**config.mk**
```make
export PLATFORM = sky130hd
export DESIGN_NAME = seg_scan_refresh
export DESIGN_NICKNAME = d
export VERILOG_FILES = /design/src/rtl/seg_scan_refresh.sv
export SDC_FILE = /design/constraint.sdc
export NUM_CORES = 1
export LEC_CHECK = 0
export BUFFER_PORTS_ARGS = -buffer_cell sky130_fd_sc_hd__buf_2
export CORE_MARGIN = 10
export CORE_UTILIZATION = 35
export DETAILED_ROUTE_END_ITERATION = 10
export PLACE_DENSITY = 0.48
export SYNTH_ARGS = -nofsm -noshare
export SYNTH_HDL_FRONTEND = slang
export SYNTH_SLANG_ARGS = --single-unit
```
**constraint.sdc**
```tcl
create_clock -name clk -period 2.9 [get_ports clk]
set_clock_uncertainty 0.1 [all_clocks]
set_input_delay 0.145 -clock clk [delete_from_list [all_inputs] [get_ports clk]]
set_output_delay 0.145 -clock clk [all_outputs]
set_load 0.01 [all_outputs]
```
**src/rtl/seg_scan_refresh.sv**
```systemverilog
module seg_scan_refresh #(
  parameter int ADDR_W = 4,
  parameter int SEG_W  = 8
) (
  input  logic                      clk,
  input  logic                      rst_n,
  input  logic                      scan_tick,
  input  logic                      host_xfer,
  input  logic [ADDR_W-1:0]         host_addr,
  input  logic [SEG_W-1:0]          host_data,
  output logic [(1<<ADDR_W)-1:0]    anode,
  output logic [SEG_W-1:0]          cathode
);
  localparam int NBLK = 1 << ADDR_W;

  logic [SEG_W-1:0]  store [NBLK];
  logic [ADDR_W-1:0] cnt;
  logic              show;

  // rotate the counter left by one to get the block index
  wire [ADDR_W-1:0] scan_idx = {cnt[ADDR_W-2:0], cnt[ADDR_W-1]};
  wire [ADDR_W-1:0] ram_addr = host_xfer ? host_addr : scan_idx;
  wire [NBLK-1:0]   sel_hot  = {{(NBLK-1){1'b0}}, 1'b1} << scan_idx;

  // the store is written only while the transfer strobe is high
  always_ff @(posedge clk) begin
    if (!rst_n) begin
      for (int i = 0; i < NBLK; i++) store[i] <= '0;
    end else if (host_xfer) begin
      store[ram_addr] <= host_data;
    end
  end

  // two-phase scan step
  always_ff @(posedge clk) begin
    if (!rst_n) begin
      cnt     <= '0;
      show    <= 1'b0;
      anode   <= '0;
      cathode <= '0;
    end else if (host_xfer) begin
      cathode <= '0;
    end else if (scan_tick) begin
      if (!show) begin
        anode   <= sel_hot;
        cathode <= '0;
        show    <= 1'b1;
      end else begin
        cathode <= store[ram_addr];
        show    <= 1'b0;
        cnt     <= cnt + 1'b1;
      end
    end
  end
endmodule

```
==> results of run 1 <==
## logic make-up after synthesis
group	count (synthesis)
compound gates	212
xor+xnor	2
fa+ha+maj	1
buf+inv	51
flops	157
simple gates	236
## per-layer routing
layer / GRT usage (%) / up-vias
li1: - / 2508
met1: 21.32 / 2570
met2: 23.94 / 243
met3: 4.449 / 40
met4: 6.895 / 0
met5: 0 / -
## final timing paths
| path | from | endpoint | slack, ns |
|---|---|---|---|
| setup / recovery | cnt[3]$_SDFFE_PN0P_ | cathode[6]$_SDFFE_PP0P_ | 0.39 |
| hold / removal | host_data[2] | store[10][2]$_SDFFCE_PN0P_ | 0.21 |
| setup reg to reg | cnt[3]$_SDFFE_PN0P_ | cathode[6]$_SDFFE_PP0P_ | 0.39 |
| hold reg to reg | anode[3]$_SDFFE_PN0P_ | anode[3]$_SDFFE_PN0P_ | 0.36 |
## flip-flops by register name, summed over array words and instances, names as in the netlist
signal	flops
show	1
cnt	4
cathode	8
store	128
anode	16
## repair_timing
| action | CTS | global route |
|---|---|---|
| hold buffers | 1 | 0 |
| buffers inserted | 0 | 0 |
| resized for setup | 0 | 1 |
| endpoints found under the setup margin | 0 | 1 |
| hold endpoints to repair | 1 | 0 |
## report_power, final
part | internal [mW] | switching (mW)
clock network | 1.20 | 0.889
logic | 0.107 | 0.231
registers | 2.51 | 0.0413
total | 3.82 | 1.16
## cell usage after synthesis, drive strengths merged
cell type  number  share of area [%]
a21boi         14                1.4
a21oi         133                9.0
a22oi           1               0.10
and2          130                 11
and2b           1               0.12
buf            25                2.6
clkbuf         25                2.3
dfxtp          29                7.8
edfxtp        128                 52
ha              1               0.17
inv             1              0.050
nand2          29                1.5
nand2b          3               0.25
nand3           7               0.54
nand3b          5               0.60
nand4          14                1.2
nand4b          1               0.12
nor2           24                1.3
nor2b           8               0.67
nor3            2               0.13
nor3b           1               0.10
nor4            2               0.17
o21a            1               0.10
o21ai          26                1.7
o22a            1               0.12
o22ai           1              0.084
o2bb2ai         1               0.12
o32a            1               0.13
o32ai           1               0.12
o41ai          32                3.8
or2             1              0.084
or2b            2               0.24
or3             3               0.25
or3b            3               0.35
xnor2           2               0.24
## critical path: stages, from the launching register on
cell     delay, ns
dfxtp_1       0.61
or3_1         0.43
buf_4         0.23
a21oi_1       0.09
o41ai_1       0.67
nand4_1       0.16
o21ai_1       0.15
## layout make-up
class,count,area share [%]
tap,275,4.042
clock inverter,8,0.6762
sequential,157,51.98
multi-input combinational,451,31.25
clock buffer,24,5.836
inverter,1,0.04410
timing repair buffer,76,6.174
## cells in the final DEF, fill, tap and decap left out, types with 17 or more instances in the layout
master,netlist,layout
buf_2,10,39
a21oi_1,132,132
buf_4,5,32
o21ai_0,17,17
nand2_1,29,29
edfxtp_1,128,128
dfxtp_1,29,29
o41ai_1,32,31
and2_1,130,130
nor2_1,20,20
clkbuf_16,0,18
## stage by stage
step	instances	utilization, %	area (um^2)
6_report	992	40.62	8512
3_3_place_gp	959	37.89	7940
3_5_place_dp	959	37.89	7940
5_1_grt	992	40.62	8512
2_1_floorplan	659	-	7445
4_1_cts	992	40.58	8504
==> results.cfg, run 1 <==
[outcome]
status = finished clean

[global_route]
grt_usage_pct = 16.05
grt_pass1_wl_mm = 33.74
antenna_found_initial = 0
grt_start_max_net_pins = 33
grt_pass1_vias = 5325
grt_overflow = 0

[timing]
setup_tns_ns = 0
setup-violations-final = 0
min_period_ns = 2.508
timing.slew.headroom_pct = 47.28
worst_slew_pin_slew_ns = 0.7909
setup_ws_ns = 0.3919
hold_slack_ns = 0.2145
slew_viol_final = 0
rsz0062_at_grt = no
min_period_over_period_pct = 86.49
final_hold_viol_count = 0
max_freq_ghz = 0.3987

[synthesis]
ys_warn_count = 0
synthAdderAreaFrac_pct = 0.1681
synth_simple_gate_area_share_pct = 18.54
synth-compound-area-share_pct = 16.69
syn_inst = 659
synthMuxAreaShare_pct = 0
netlist_area_mm2 = 0.007445
synth_seq_cells = 157
seq_area_frac_synth_pct = 59.43
synthDistinctLibCells = 46
postSynthAreaPerCell_um2 = 11.30
synth_nets = 676
synth_xor_area_share_pct = 0.2353
synth_top_family_by_area = simple AND/OR/NAND/NOR gates

[cells_and_area]
multi_input_area_mm2 = 0.002660
antenna_cells = 0
nFillCells = 2047
final_nets = 721
drive_gt1_share_pct = 16.60
area_growth_syn_to_layout_pct = 14.34
ff_latch_area_mm2 = 0.004424

[drt]
routed_wl_mm = 22.23
met2_length_mm = 9.965
antenna_left = 0
via_per_inst = 5.404
drt-met1-wl_mm = 9.904
vias = 5361
drc = 0
wl_met3_mm = 1.672
routed.top_layer = met4
dr.pass1.iters = 5
drt_iter0_drc = 506
wire_per_inst_um = 22.40

[die]
dieArea_mm2 = 0.02750
die_y_um = 165.8
pin_count = 40
start_util_pct = 35.53
core_mm2 = 0.02096
num_rows = 53
fp.dieW_um = 165.8

[power_and_ir_drop]
power_density_mw_per_mm2 = 584.8
power_mw = 4.978
ir_worst_vdd_mv = 0.4003
leakage_nw = 3.135

[placed_design]
hpwl_mm = 15.46
numPortBuffers = 39
dp_slack_ns = 0.2866
place.gp.congestion = 0.8816

[hold_path]
hold_depth = 2
hold_path.class = primary input to flop

[cts]
clkLatencyLatePin_ns = 0.43
cts_buffers = 17
cts_num_sinks = 157
ctsHtreeMaxLevel = 4
cts_tree = yes
ctsRootBufferMaster = clkbuf_16
clk_pin_slew_worst_paths_ns = 0.06
cts_max_path_buffers = 2

[setup_path]
critPathMaxFanout = 16
crit_arrival_ns = 2.77
cp_data_required_time_ns = 3.16
cp-start-kind = flop
crit_type = flop to flop
ff2ff_path_depth = 6
critPathCaptureType = flop

[job]
drv_cap = 0
Power figures use the tool's default switching activity.
==> run 2, diff against run 1 <==
Settings changed: CTS_BUF_LIST from default to sky130_fd_sc_hd__clkbuf_4 sky130_fd_sc_hd__clkbuf_8.
Clock period 2.9 ns to 2.5 ns, I/O delays scaled along.
==> run 2 against run 1 <==
Compared with the run above: power rose by 7.8%; critical endpoint is now cathode[1]$_SDFFE_PP0P_; fmax grew 11%; non-clock buffer count grew 22; hold slack worse by 0.15 ns.
==> results.cfg, run 2 (synthesized netlist as in run 1, its figures left out) <==
[outcome]
status = finished clean

[setup_path]
critPathCaptureType = flop
ff2ff_path_depth = 6
crit_family = compound AO/OA/AOI/OAI gates
crit_type = flop to flop
cp-start-kind = flop
cp_cell_sequence = or3_1 -> buf_4 -> a21oi_1 -> o41ai_1 -> nand4_1 -> o21ai_1
cpPeakStageDelay_ns = 0.70
crit_arrival_ns = 2.56
cpMaxStageDelayCell = o41ai_1
cp.buffers_inverters = 1
cp_num_cells = 6
cp_data_required_time_ns = 2.80
critPathMaxFanout = 13

[timing]
setup-violations-final = 0
worst_slew_pin_slew_ns = 0.7306
hold_slack_ns = 0.06837
setup_ws_ns = 0.2361
timing.slew.headroom_pct = 50.66
final_hold_viol_count = 0
slew_viol_final = 0
min_period_over_period_pct = 90.56
min_period_ns = 2.264
setup_tns_ns = 0
max_freq_ghz = 0.4417
rsz0062_at_grt = no

[power_and_ir_drop]
p_sw_share_pct = 24.41
p_seq_share_pct = 54.9
switchingPower_mw = 1.310
pwr-share-clk_pct = 37.5
power_density_mw_per_mm2 = 628.2
p_comb_share_pct = 7.6
intPower_mw = 4.055
ir_worst_vdd_mv = 0.2939
leakage_nw = 3.174

[placed_design]
hpwl_mm = 15.76
placed_area_mm2 = 0.008118
placedCellCount = 981
numPortBuffers = 39
place.gp.congestion = 0.9385
dp_slack_ns = 0.2171

[drt]
antenna_left = 0
drt_iter0_drc = 576
dr.pass1.iters = 5
vias = 5528
wire_per_inst_um = 21.95
via_per_inst = 5.452
routed_wl_mm = 22.25
drc = 0

[cts]
cts_num_sinks = 157
cts_hold_buf = 1
cts_tree = yes
clkLatencyLatePin_ns = 0.46
post_cts_resized = 0
cts_max_path_buffers = 2
clk_pin_slew_worst_paths_ns = 0.09
ctsHtreeMaxLevel = 4
cts_buffers = 17
ctsRootBufferMaster = clkbuf_8
post_cts_buffers = 0

[cells_and_area]
top_regs = store (128), anode (16), cathode (8)
ff_latch_area_mm2 = 0.004424
multi_input_area_mm2 = 0.002653
mostFrequentLayoutCells = a21oi_1 (132), and2_1 (130), edfxtp_1 (128), buf_4 (53), buf_2 (39)
drive_gt1_share_pct = 19.08
final_design_area_no_fill_mm2 = 0.008539
layout_commonest_cell = a21oi_1
antenna_cells = 0
nFillCells = 2052
final_nets = 743
fin_cells = 1014
area_growth_syn_to_layout_pct = 14.71
largest_register_ffs = 128
regMostFlops = store

[global_route]
grt_usage_pct = 15.83
antenna_found_initial = 1
grt_pass1_wl_mm = 33.29
grt_overflow = 0
grt_start_max_net_pins = 33
grt_pass1_vias = 5370

[die]
fp.dieW_um = 165.8
dieArea_mm2 = 0.02750
die_y_um = 165.8
start_util_pct = 35.53
num_rows = 53
core_mm2 = 0.02096
pin_count = 40

[hold_path]
hold_path.class = primary input to flop
hold_depth = 3

[job]
drv_cap = 0
==> run 2: cell types whose count changed in the layout (fill, tap and decap cells not counted), sizes merged <==
cell,before,now
bufinv,0,3
inv,3,6
buf,75,97
clkbuf,24,18
==> run 2: path summary, 6_finish.rpt <==
path	from	endpoint	slack, ns
max reg2reg	cnt[0]$_SDFFE_PN0P_	cathode[1]$_SDFFE_PP0P_	0.24
min	rst_n	cnt[1]$_SDFFE_PN0P_	0.07
min reg2reg	anode[0]$_SDFFE_PN0P_	anode[0]$_SDFFE_PN0P_	0.36
max	cnt[0]$_SDFFE_PN0P_	cathode[1]$_SDFFE_PP0P_	0.24
==> run 2: metal layers <==
layer	global-route usage [%]	wire (um)	up-vias	part of all wire, %
met1	21.07	9910	2696	45
met4	5.547	512	0	2.3
met3	3.431	1482	33	6.7
li1	-	-	2566	-
met5	0	0	-	0
met2	24.81	10350	233	46
==> run 2: power by group through the flow <==
stage                     registers (mW)  logic, mW  clock network (mW)
final                               2.95      0.406                2.01
after floorplan                     2.98      0.236                   0
after global routing                2.95      0.440                2.15
after CTS                           2.95      0.404                2.06
after global placement              3.01      0.399                   0
after detailed placement            3.00      0.403                   0
==> run 2: per-stage QoR <==
step	power (mW)	util, %
4_1_cts	5.409	40.75
6_report	5.364	40.75
2_1_floorplan	3.216	-
3_3_place_gp	3.409	38.74
5_1_grt	5.546	40.75
3_5_place_dp	3.408	38.74
==> run 2: area by class of cell <==
cell class / count / area share [%]
multi-input cells: 451 / 31.06
well taps: 275 / 4.029
clock inverters: 14 / 1.919
clock buffers: 18 / 2.901
flip-flops and latches: 157 / 51.81
repair buffers: 98 / 8.234
inverters: 1 / 0.04396
==> run 2: worst min-delay path, delay by kind of cell <==
family,cells,cell delay [ns]
buf+inv,2,0.32
compound gates,1,0.14
